File: config.mk
export PLATFORM = sky130hd
export DESIGN_NAME = dt_timer_top
export DESIGN_NICKNAME = d
export VERILOG_FILES = /design/src/rtl/dt_pkg.sv /design/src/rtl/dt_tick_div.sv /design/src/rtl/dt_count_fsm.sv /design/src/rtl/dt_timer_top.sv
export SDC_FILE = /design/constraint.sdc
export NUM_CORES = 1
export LEC_CHECK = 0
export BUFFER_PORTS_ARGS = -buffer_cell sky130_fd_sc_hd__buf_2
export CAP_MARGIN = 20
export CORE_ASPECT_RATIO = 1.5
export CORE_MARGIN = 2
export CORE_UTILIZATION = 40
export CTS_CLUSTER_SIZE = 40
export DETAILED_ROUTE_END_ITERATION = 10
export PLACE_DENSITY = 0.58
export SLEW_MARGIN = 20
export SYNTH_ARGS = -nofsm -noshare
export SYNTH_HDL_FRONTEND = slang
export SYNTH_SLANG_ARGS = --single-unit
File: constraint.sdc
create_clock -name clk -period 6.5 [get_ports clk]
set_input_delay 0.975 -clock clk [delete_from_list [all_inputs] [get_ports clk]]
set_output_delay 0.975 -clock clk [all_outputs]
set_load 0.02 [all_outputs]
File: src/rtl/dt_pkg.sv
`timescale 1ns/1ps
package dt_pkg;
    localparam int CTRL_W   = 26;
    localparam int PRE_W    = 12;
    localparam int B_EN     = 0;
    localparam int B_ENMOD  = 1;
    localparam int B_OCIE   = 2;
    localparam int B_RLD    = 3;
    localparam int B_PRE_LO = 4;
    localparam int B_PRE_HI = B_PRE_LO + PRE_W - 1;
    localparam int B_SWR    = 16;
    localparam int B_OVW    = 17;
    localparam int B_SRC_LO = 24;
    localparam int B_SRC_HI = B_SRC_LO + 1;
    // enable, enable-mode and the four power/debug bits 21:18
    localparam logic [CTRL_W-1:0] SWR_KEEP = 26'h03C_0003;

    typedef enum logic [2:0] {
        A_CTRL = 3'd0,
        A_STAT = 3'd1,
        A_LOAD = 3'd2,
        A_CMP  = 3'd3,
        A_CNT  = 3'd4
    } reg_addr_e;

    typedef enum logic [1:0] {
        SRC_OFF  = 2'b00,
        SRC_MAIN = 2'b01,
        SRC_FAST = 2'b10,
        SRC_SLOW = 2'b11
    } src_e;

    typedef enum logic {
        ST_HALT  = 1'b0,
        ST_COUNT = 1'b1
    } run_state_e;
endpackage

File: src/rtl/dt_tick_div.sv
`timescale 1ns/1ps
module dt_tick_div
    import dt_pkg::*;
#(
    parameter int DIV_W = PRE_W
) (
    input  logic             clk,
    input  logic             rst_n,
    input  logic             clr,
    input  src_e             src,
    input  logic             tick_main,
    input  logic             tick_fast,
    input  logic             tick_slow,
    input  logic [DIV_W-1:0] div,
    output logic             step
);
    logic             sel;
    logic [DIV_W-1:0] pcnt_q;
    logic             at_end;

    always_comb begin
        unique case (src)
            SRC_OFF:  sel = 1'b0;
            SRC_MAIN: sel = tick_main;
            SRC_FAST: sel = tick_fast;
            SRC_SLOW: sel = tick_slow;
        endcase
    end

    assign at_end = (pcnt_q >= div);
    assign step   = sel && at_end && !clr;

    always_ff @(posedge clk or negedge rst_n) begin
        if (!rst_n) begin
            pcnt_q <= '0;
        end else if (clr) begin
            pcnt_q <= '0;
        end else if (sel) begin
            pcnt_q <= at_end ? '0 : pcnt_q + 1'b1;
        end
    end
endmodule

File: src/rtl/dt_count_fsm.sv
`timescale 1ns/1ps
module dt_count_fsm
    import dt_pkg::*;
#(
    parameter int CNT_W = 32
) (
    input  logic             clk,
    input  logic             rst_n,
    input  logic             en,
    input  logic             step,
    input  logic             reload_mode,
    input  logic [CNT_W-1:0] load_val,
    input  logic [CNT_W-1:0] cmp_val,
    input  logic             force_en,
    input  logic [CNT_W-1:0] force_val,
    output logic [CNT_W-1:0] cnt,
    output logic             run,
    output logic             hit
);
    localparam logic [CNT_W-1:0] ALL_ONES = '1;

    run_state_e       state_q, state_d;
    logic [CNT_W-1:0] cnt_q, nxt_step;
    logic             advance;

    // state register
    always_ff @(posedge clk or negedge rst_n) begin
        if (!rst_n) state_q <= ST_HALT;
        else        state_q <= state_d;
    end

    // next state: ARM and STOP
    always_comb begin
        state_d = state_q;
        unique case (state_q)
            ST_HALT:  if (en)  state_d = ST_COUNT;
            ST_COUNT: if (!en) state_d = ST_HALT;
        endcase
    end

    // outputs of the machine
    always_comb begin
        run      = (state_q == ST_COUNT) && en;
        advance  = run && step;
        nxt_step = (cnt_q == '0) ? (reload_mode ? load_val : ALL_ONES)
                                 : cnt_q - 1'b1;
        hit      = advance && !force_en && (nxt_step == cmp_val);
    end

    always_ff @(posedge clk or negedge rst_n) begin
        if (!rst_n)        cnt_q <= ALL_ONES;
        else if (force_en) cnt_q <= force_val;
        else if (advance)  cnt_q <= nxt_step;
    end

    assign cnt = cnt_q;
endmodule

File: src/rtl/dt_timer_top.sv
`timescale 1ns/1ps
module dt_timer_top
    import dt_pkg::*;
#(
    parameter int CNT_W = 32
) (
    input  logic        clk,
    input  logic        rst_n,
    input  logic        wr_en,
    input  logic        rd_en,
    input  logic [2:0]  addr,
    input  logic [31:0] wdata,
    output logic [31:0] rdata,
    input  logic        tick_main,
    input  logic        tick_fast,
    input  logic        tick_slow,
    output logic        irq
);
    localparam logic [CNT_W-1:0] ALL_ONES = '1;

    logic [CTRL_W-1:0] ctrl_q, ctrl_wr;
    logic [CNT_W-1:0]  load_q, cmp_q, cnt_q, force_val;
    logic              flag_q, force_en, hit, run, step;
    logic              wr_ctrl, wr_stat, wr_load, wr_cmp, swr, en_rise;

    // write decode and counter force selection
    always_comb begin
        wr_ctrl = wr_en && (addr == A_CTRL);
        wr_stat = wr_en && (addr == A_STAT);
        wr_load = wr_en && (addr == A_LOAD);
        wr_cmp  = wr_en && (addr == A_CMP);
        swr     = wr_ctrl && wdata[B_SWR];
        ctrl_wr = wdata[CTRL_W-1:0];
        ctrl_wr[B_SWR] = 1'b0;
        if (wdata[B_SWR]) ctrl_wr = wdata[CTRL_W-1:0] & SWR_KEEP;
        en_rise   = wr_ctrl && ctrl_wr[B_EN] && !ctrl_q[B_EN];
        force_en  = 1'b0;
        force_val = ALL_ONES;
        if (swr) begin
            force_en = 1'b1;
        end else if (en_rise && ctrl_wr[B_ENMOD]) begin
            force_en  = 1'b1;
            force_val = ctrl_wr[B_RLD] ? load_q : ALL_ONES;
        end else if (wr_load && ctrl_q[B_OVW]) begin
            force_en  = 1'b1;
            force_val = wdata[CNT_W-1:0];
        end
    end

    always_ff @(posedge clk or negedge rst_n) begin
        if (!rst_n) begin
            ctrl_q <= '0;
            load_q <= ALL_ONES;
            cmp_q  <= '0;
            flag_q <= 1'b0;
        end else begin
            if (wr_ctrl) ctrl_q <= ctrl_wr;
            if (swr) begin
                load_q <= ALL_ONES;
                cmp_q  <= '0;
                flag_q <= 1'b0;
            end else begin
                if (wr_load) load_q <= wdata[CNT_W-1:0];
                if (wr_cmp)  cmp_q  <= wdata[CNT_W-1:0];
                if (hit)                      flag_q <= 1'b1;
                else if (wr_stat && wdata[0]) flag_q <= 1'b0;
            end
        end
    end

    always_ff @(posedge clk or negedge rst_n) begin
        if (!rst_n) begin
            rdata <= '0;
        end else if (rd_en) begin
            case (addr)
                A_CTRL:  rdata <= 32'(ctrl_q);
                A_STAT:  rdata <= {31'd0, flag_q};
                A_LOAD:  rdata <= 32'(load_q);
                A_CMP:   rdata <= 32'(cmp_q);
                A_CNT:   rdata <= 32'(cnt_q);
                default: rdata <= '0;
            endcase
        end
    end

    assign irq = flag_q && ctrl_q[B_OCIE] && ctrl_q[B_EN];

    dt_tick_div #(.DIV_W(PRE_W)) u_div (
        .clk       (clk),
        .rst_n     (rst_n),
        .clr       (!run),
        .src       (src_e'(ctrl_q[B_SRC_HI:B_SRC_LO])),
        .tick_main (tick_main),
        .tick_fast (tick_fast),
        .tick_slow (tick_slow),
        .div       (ctrl_q[B_PRE_HI:B_PRE_LO]),
        .step      (step)
    );

    dt_count_fsm #(.CNT_W(CNT_W)) u_core (
        .clk         (clk),
        .rst_n       (rst_n),
        .en          (ctrl_q[B_EN]),
        .step        (step),
        .reload_mode (ctrl_q[B_RLD]),
        .load_val    (load_q),
        .cmp_val     (cmp_q),
        .force_en    (force_en),
        .force_val   (force_val),
        .cnt         (cnt_q),
        .run         (run),
        .hit         (hit)
    );
endmodule

# Yosys cells after proc, flatten, opt, wreduce, memory -nomap -nowiden
# Cells that the tools add are included.
word_totals:
  register_bits: 168
  inputBits: 42
  out_inout_bits: 33
  word_cells: 72
classes:
  add_sub_neg: 2
  order_cmp: 1
  eq_ne: 9
  n_mux: 25
  reduce_logical: 27
ops:
  columns: ["op", "n"]
  rows:
  - ["$mux 32", 12]
  - ["$pmux 32 s5", 1]
  - ["$mux 12", 3]
  - ["$eq 32x32->1", 1]
  - ["$logic_not 32->1", 1]
  - ["$sub 32x1->32 const B", 1]
  - ["$mux 26", 1]
  - ["$logic_and 1x1->1", 18]
  - ["$add 12x1->12 const B", 1]
  - ["$ge 12x12->1", 1]
  - ["$mux 1", 7]
  - ["$eq 3x2->1 const B", 2]
  - ["$reduce_bool 2->1", 3]
  - ["$eq 2x2->1 const B", 2]
  - ["$pmux 1 s4", 1]
  - ["$eq 3x1->1 const B", 1]
  - ["$eq 3x3->1 const B", 1]
  - ["$logic_not 3->1", 1]
  - ["$reduce_bool 3->1", 1]
  - ["$eq 2x1->1 const B", 1]
  - ["$logic_not 1->1", 2]
  - ["$logic_not 2->1", 1]
  - ["$ne 2x1->1 const B", 1]

# Longest topological paths before layout
# Gate-level depths: netlist (run 1).
depth:
  ltp_word: 12
  depth_mapped: 13
  depth_no_buf: 10

# Hierarchy
# From an unflattened synthesis (run 1), not the netlist that was laid out.
hier_totals:
  hier_cells: 1200
  hier_area_um2: 10492.6
modules_own_cells:
  columns: ["mod", "n_inst", "cells_per_inst", "area_per_inst_um2", "seq_area_each_um2"]
  rows:
  - ["dt_timer_top", 1, 632, 6090.8, 3093.0]
  - ["dt_count_fsm", 1, 455, 3349.5, 865.8]
  - ["dt_tick_div", 1, 113, 1052.3, 300.3]

# Worst setup path after synthesis (run 1)
# Ideal clock, no wire load.
synth_path:
  path_kind: "reg2reg"
  start: "reg u_core.cnt_q[0], in the netlist u_core.cnt[0]"
  end: "reg flag_q"
  arrival_time_ps: 3039
  required_time_ps: 6405
  path_slack_ps: 3365
  path_stages_with_launch: 14
  cell_sequence: "dfstp_2 clkbuf_1 inv_1 ha_1 or4b_1 or4_4 buf_6 nor3_4 buf_6 a21oi_1 a32oi_1 xnor2_1 nand4b_1 o31ai_1"
synth_via:
  elab_chain_len: 6
synth_rtl:
  columns: ["item", "line", "source"]
  rows:
  - ["from (decl)", "dt_count_fsm.sv:23", "logic [CNT_W-1:0] cnt_q, nxt_step;"]
  - ["from (signal assigned)", "dt_count_fsm.sv:52", "else if (force_en) cnt_q <= force_val;"]
  - ["from (signal assigned)", "dt_count_fsm.sv:53", "else if (advance) cnt_q <= nxt_step;"]
  - ["$sub 32x1->32 / $logic_not 32->1 (equally long branches)", "dt_count_fsm.sv:46, dt_count_fsm.sv:45", null]
  - ["$mux 32 (*)", "dt_count_fsm.sv:45", "nxt_step = (cnt_q == '0) ? (reload_mode ? load_val : ALL_ONES)"]
  - ["$eq 32x32->1 (*)", "dt_count_fsm.sv:47", "hit = advance && !force_en && (nxt_step == cmp_val);"]
  - ["$logic_and 1x1->1 (*)", "dt_count_fsm.sv:47", null]
  - ["$mux 1", "dt_timer_top.sv:65", "if (hit) flag_q <= 1'b1;"]
  - ["$mux 1", "dt_timer_top.sv:58", "if (swr) begin"]
  - ["to (signal assigned)", "dt_timer_top.sv:61", "flag_q <= 1'b0;"]
  - ["to (signal assigned)", "dt_timer_top.sv:65", null]
  - ["to (signal assigned)", "dt_timer_top.sv:66", "else if (wr_stat && wdata[0]) flag_q <= 1'b0;"]
  - ["to (decl)", "dt_timer_top.sv:23", "logic flag_q, force_en, hit, run, step;"]
# Every way passes the cells marked *; elsewhere a longest branch is shown, timed or not.
# A chain may end at the register's enable or synchronous reset.

# Final worst setup path (run 1)
# Same ends and word-level chain as after synthesis.

==> out/qor.yml, run 1 <==
num_rows: 71
die_w_um: 134
endpoint_kind: "flop"
slew_headroom_pct: 31.3
top_usage_layer: "met2"
power_leakage_nw: 4.64
fin_cells: 1557
min_period_ns: 3.81
use_met1_pct: 31.3
hold_class: "flop to flop"
synth_nets: 1253
clock-sinks: 167
cts_tree: "done"
synth_edf_count: 0
p_per_area_nw_per_um2: 313
io_buffers: 74
drt-initial-drc-count: 782
n_antenna_cell: 0
drcViolationCount: 0
clk_pin_slew_ns: 0.07
fin_crit_sh_pct: 58.6
grt_pass1_wl_um: 55100
cp_data_required_time_ns: 6.86
post_cts_resized: 0
num-nets-final: 1273
grt_pass1_vias: 9308
fmax_mhz: 263
initial_core_util_pct: 40.4
p_comb_share_pct: 22.6
pin_count: 75
maxCapViolCount: 0
status: "complete, no violations"
finalWirelength_um: 35200
hpwl_um: 23900
num_vias: 9475
finalSetupViolations: 0
cts_buffer_depth: 2
clk_latency_ns: 0.45
postRouteAntennaNets: 0
crit_chain: "inv_1, ha_1, or4b_1, nor4_2, nand3_1, buf_4, or3_1, a21bo_2, o2111ai_1, nand4b_1, o31ai_1"
viasPerCell: 6.09
firstDrtPassIters: 5
switching_share_pct: 35.0
cp_data_arrival_time_ns: 4.17
grt_util_met3_pct: 3.54
async_flop_share_pct: 100
core_area_um2: 25000
grt_usage_pct: 27.0
wl_per_cell_um: 22.6
postCtsHoldBufs: 0
cp-start-kind: "flop"
place_inst: 1525
slowest_delay_ns: 0.56
timing.setup.tns_ns: 0
hold_viol: 0
die_h_um: 199
crit_family: "simple AND/OR/NAND/NOR gates"
synth_seq_cells: 167
slew_viol_final: 0
die_area_um2: 26500
grt_remaining_overflow: 0
grt_setup_unrepaired: "no"
synthFlopType: "dfrtp_1"
post_cts_buffers: 0
worst-path-max-fanout: 23
p_seq_share_pct: 46.5
ir_worst_vdd_mv: 0.179
worst_slew_pin_slew_ns: 1.02
synth_seq_area_share_pct: 42.2
yosysUniqueCellTypes: 69
cpMaxStageDelayCell: "or4b_1"
synth.avg_cell_area_um2: 8.44
antenna_found_initial: 0
gp_congestion: 1.01
drive_above_1_share_pct: 17.8
clockRootBuffer: "clkbuf_16"
criticalPathCategory: "flop to flop"
area_growth_pct: 11.9
cts_max_level: 4
grt_start_max_net_pins: 92
skew_ns: 0.0141
p_int_w: 0.00230
cp.buffers_inverters: 2
final_util_pct: 45.2
grtUsageMet2_pct: 48.4
yosys_warnings: 0
synth_cells: 1196
synth_area_um2: 10100
p_sw_w: 0.00124
p_clk_share_pct: 30.9
numCtsBuffers: 17
## placed cells by master, fill, tap and decap left out, drive strengths merged, types with 18 or more instances in the layout
| master | n |
|---|---|
| a21oi | 83 |
| a221oi | 25 |
| a22o | 25 |
| buf | 95 |
| clkbuf | 19 |
| dfrtp | 103 |
| dfstp | 64 |
| inv | 74 |
| nand2 | 185 |
| nand2b | 32 |
| nand3 | 33 |
| nor2 | 67 |
| nor3 | 21 |
| nor4 | 21 |
| o211ai | 18 |
| o21ai | 67 |
| o22ai | 78 |
| xnor2 | 18 |
## stage by stage
| step | total power, W | setup slack [ns] | cell area, µm² | hold WS [ns] |
|---|---|---|---|---|
| global placement | 0.00242 | 2.85 | 10700 | 0.473 |
| floorplan | 0.00210 | 3.37 | 10100 | 0.440 |
| CTS | 0.00354 | 2.78 | 11300 | 0.502 |
| finish | 0.00353 | 2.69 | 11300 | 0.501 |
| global route | 0.00370 | 2.56 | 11300 | 0.520 |
| detailed placement | 0.00244 | 2.80 | 10700 | 0.487 |
## worst paths after layout
path                          startpoint          to  slack, ns  depth (start not counted)
max in group asynchronous          rst_n  ctrl_q[10]       4.66                          2
max reg2reg                u_core.cnt[0]      flag_q       2.69                         11
min                           ctrl_q[22]  ctrl_q[22]       0.50                          2
max                        u_core.cnt[0]      flag_q       2.69                         11
min reg2reg                   ctrl_q[22]  ctrl_q[22]       0.50                          2
min in group asynchronous          rst_n   rdata[13]       0.60                          1
## routing by layer
layer,wire [µm],up-vias
met4,1800,0
met1,13600,4671
met2,18200,322
li1,-,4386
met3,1580,96
met5,0,-
## layout make-up
type,instances,area [µm²]
fillers,2460,13700
clock buffers,19,453
inverters,69,259
well taps,328,410
multi-input cells,866,5210
flip-flops and latches,167,4260
repair buffers,95,538
clock inverters,13,165
## power groups by stage
stage / combinational [W] / sequential, W / clock (W)
finish: 0.000797 / 0.00164 / 0.00109
global route: 0.000883 / 0.00167 / 0.00114
CTS: 0.000800 / 0.00163 / 0.00111
detailed placement: 0.000795 / 0.00165 / 0
global placement: 0.000786 / 0.00164 / 0
floorplan: 0.000588 / 0.00152 / 0
## state kept, by name, summed over array words and instances (netlist names)
name            count
load_q             32
rdata              32
flag_q              1
u_div.pcnt_q       12
u_core.state_q      1
cmp_q              32
u_core.cnt         32
ctrl_q             25
## synth_stat cells, drive strengths merged, types with 10 or more instances
master	count	share of area (%)
ha	15	1.9
and3	10	0.62
a21oi	83	4.1
mux2i	13	1.3
nand4	11	0.68
nand2	185	6.9
xnor2	18	1.6
dfrtp	103	26
nand2b	32	2.0
nor2	67	2.5
nand3	33	1.6
o21ai	67	3.3
nor3	21	1.2
a22o	25	2.2
nor4	21	1.5
a221oi	25	2.2
o22ai	78	4.8
buf	11	0.78
dfstp	64	17
xor2	17	1.5
inv	69	2.6
o211ai	18	1.3
clkbuf	83	3.1
a31oi	14	0.87
## cell families (layout without fill, tap and decap cells)
kind of cell,count (synthesis),after routing,share of synthesized area [%]
buffers and inverters,163,196,6.43
AOI/OAI and AO/OA,379,379,24.7
adders and majority gates,15,15,1.86
xor gates and xnor gates,35,35,3.04
and+or+nand+nor,416,416,19.6
muxes,21,21,2.18
DFF,167,167,42.2
## worst register-to-register path, delay by kind of cell (launching register included)
kind	cells	cell delay [ns]
adder cells (fa/ha/maj)	1	0.13
flip-flops	1	0.42
buffers and inverters	2	0.48
AO/OA/AOI/OAI	3	0.60
AND/OR/NAND/NOR	5	2.10
(Power assumes the default switching activity.)
==> inputs of run 2 (changes only) <==
PLACE_DENSITY = 0.6   (was 0.58)
clock period = 3.4 ns   (was 6.5 ns; I/O delays follow)
==> run 2 against run 1 <==
Compared with the run above: non-clock buffer count increased by 49; cell area up 4.1%; critical endpoint unchanged; flip-flop and latch count is the same; final cell count grew 3.1%; largest cell class unchanged; critical path depth did not move; utilization up 1.8 points; wire length up 7.3%; clock-buffer cell count grew 3; register-to-register slack worse by 2.6 ns; first-iteration DRC count shrank 7.9%; die area did not move.
==> out/qor.yml, run 2 (same netlist as run 1, synthesis figures left out) <==
clk_pin_slew_ns: 0.07  # about the same
num_vias: 9623  # +1.6%
num-nets-final: 1322  # +3.8%
layout.cells.most_common: "nand2_1"
fin_cells: 1606  # +3.1%
finish.instance_area_um2: 11700  # +4.1%
clock-sinks: 167  # unchanged
die_w_um: 134  # unchanged
hold_class: "input pin to flop"
finalWirelength_um: 37700  # +7.3%
worst_slew_pin_slew_ns: 0.797  # -0.224 ns
cts_tree: "done"
skew_ns: 0.00780  # -0.00634 ns
min_period_ns: 3.26  # -0.550 ns
place_area_um2: 11100  # +3.8%
cp_data_required_time_ns: 3.77  # -3.09 ns
grt_usage_pct: 29.1  # +2.0 points
postRouteAntennaNets: 0  # unchanged
criticalPathCategory: "flop to flop"
cts_max_level: 4  # unchanged
place_inst: 1573  # +3.1%
hold_viol: 0  # unchanged
slew_headroom_pct: 46.8  # +16 points
endpoint_kind: "flop"
grt_remaining_overflow: 0  # unchanged
grt_start_max_net_pins: 92  # unchanged
wl_per_cell_um: 23.5  # +4.1%
area_growth_pct: 16.4
gp_congestion: 0.972  # -3.6%
die_area_um2: 26500  # unchanged
grt_pass1_wl_um: 57900  # +5.0%
finalSetupViolations: 0  # unchanged
grt_pass1_vias: 9704  # +4.3%
numCtsBuffers: 17  # unchanged
post_cts_buffers: 0  # unchanged
cp_data_arrival_time_ns: 3.62  # -0.55 ns
cts_buffer_depth: 2  # unchanged
ir_worst_vdd_mv: 0.396  # +120%
clk_latency_ns: 0.45  # about the same
drive_above_1_share_pct: 21.0  # +3.2 points
status: "complete, no violations"
finalPower_w: 0.00681  # +93%
drcViolationCount: 0  # unchanged
cp-start-kind: "flop"
maxCapViolCount: 0  # unchanged
worst-path-max-fanout: 10  # -57%
firstDrtPassIters: 5  # unchanged
initial_core_util_pct: 40.4  # unchanged
hold-worst-slack_ns: 0.295  # -0.206 ns
viasPerCell: 5.99  # -1.5%
drt-initial-drc-count: 720  # -7.9%
die_h_um: 199  # unchanged
clockRootBuffer: "clkbuf_16"
antenna_found_initial: 0  # unchanged
fmax_mhz: 307  # +17%
n_antenna_cell: 0  # unchanged
core_area_um2: 25000  # unchanged
fin_crit_sh_pct: 95.8  # +37 points
layout.area.seq_um2: 4260  # unchanged
final.fill_count: 2442  # -0.73%
pin_count: 75  # unchanged
multi_input_area_um2: 5240  # +0.65%
final_cell_mix: "184 x nand2_1, 103 x dfrtp_1, 82 x a21oi_1"
slew_viol_final: 0  # unchanged
power_leakage_nw: 4.91  # +5.7%
hpwl_um: 27100  # +13%
io_buffers: 74  # unchanged
num_rows: 71  # unchanged
p_per_area_nw_per_um2: 580  # +85%
## run 2: worst max-delay path: stages, from the launching register on
cell	delay, ns
dfstp_2	0.39
inv_1	0.08
ha_1	0.15
or4b_4	0.50
or4_4	0.57
nor3_4	0.18
buf_6	0.18
mux2i_2	0.26
xnor2_1	0.21
o2111ai_1	0.18
nand4b_1	0.22
o31ai_2	0.25
## run 2: metal layers
metal	up-vias	part of all wire [%]	GRT usage [%]
met4	0	5.4	16.9
met3	101	3.1	3.92
met5	-	0	0
met2	290	54	53.1
li1	4473	-	-
met1	4759	38	32.1
## run 2: power by group
group	total (W)	internal [W]	switching (W)
logic	0.00165	0.000713	0.000937
registers	0.00312	0.00253	0.000585
clock network	0.00205	0.00122	0.000830
total	0.00681	0.00446	0.00235
## run 2: final cells by class
class	instances	area share (%)
clock buffer	22	4.04
clock inverter	10	1.22
inverter	69	2.20
multi-input combinational	866	44.6
sequential	167	36.3
tap	328	3.49
timing repair buffer	144	8.19
## run 2: worst paths after layout
| check | from | end | slack (ns) | cells past startpoint |
|---|---|---|---|---|
| min | wdata[29] | load_q[29] | 0.30 | 3 |
| max | u_core.cnt[1] | flag_q | 0.14 | 11 |
| min in group asynchronous | rst_n | rdata[19] | 0.48 | 2 |
| max reg2reg | u_core.cnt[1] | flag_q | 0.14 | 11 |
| max in group asynchronous | rst_n | cmp_q[7] | 1.96 | 3 |
| min reg2reg | ctrl_q[22] | ctrl_q[22] | 0.49 | 2 |
## run 2: stage by stage
stage	util, %	setup WS [ns]	setup TNS (ns)
3_3_place_gp	44.4	0.130	0
6_report	47.1	0.143	0
4_1_cts	46.9	0.100	0
2_1_floorplan	-	0.265	0
5_1_grt	47.1	-0.00149	-0.00149
3_5_place_dp	44.4	0.139	0
## run 2: repair_timing
| action | CTS | global route |
|---|---|---|
| resized for setup | 0 | 11 |
| setup endpoints to repair | 0 | 1 |
| hold buffers | 1 | 0 |
| hold endpoints to repair | 19 | 0 |
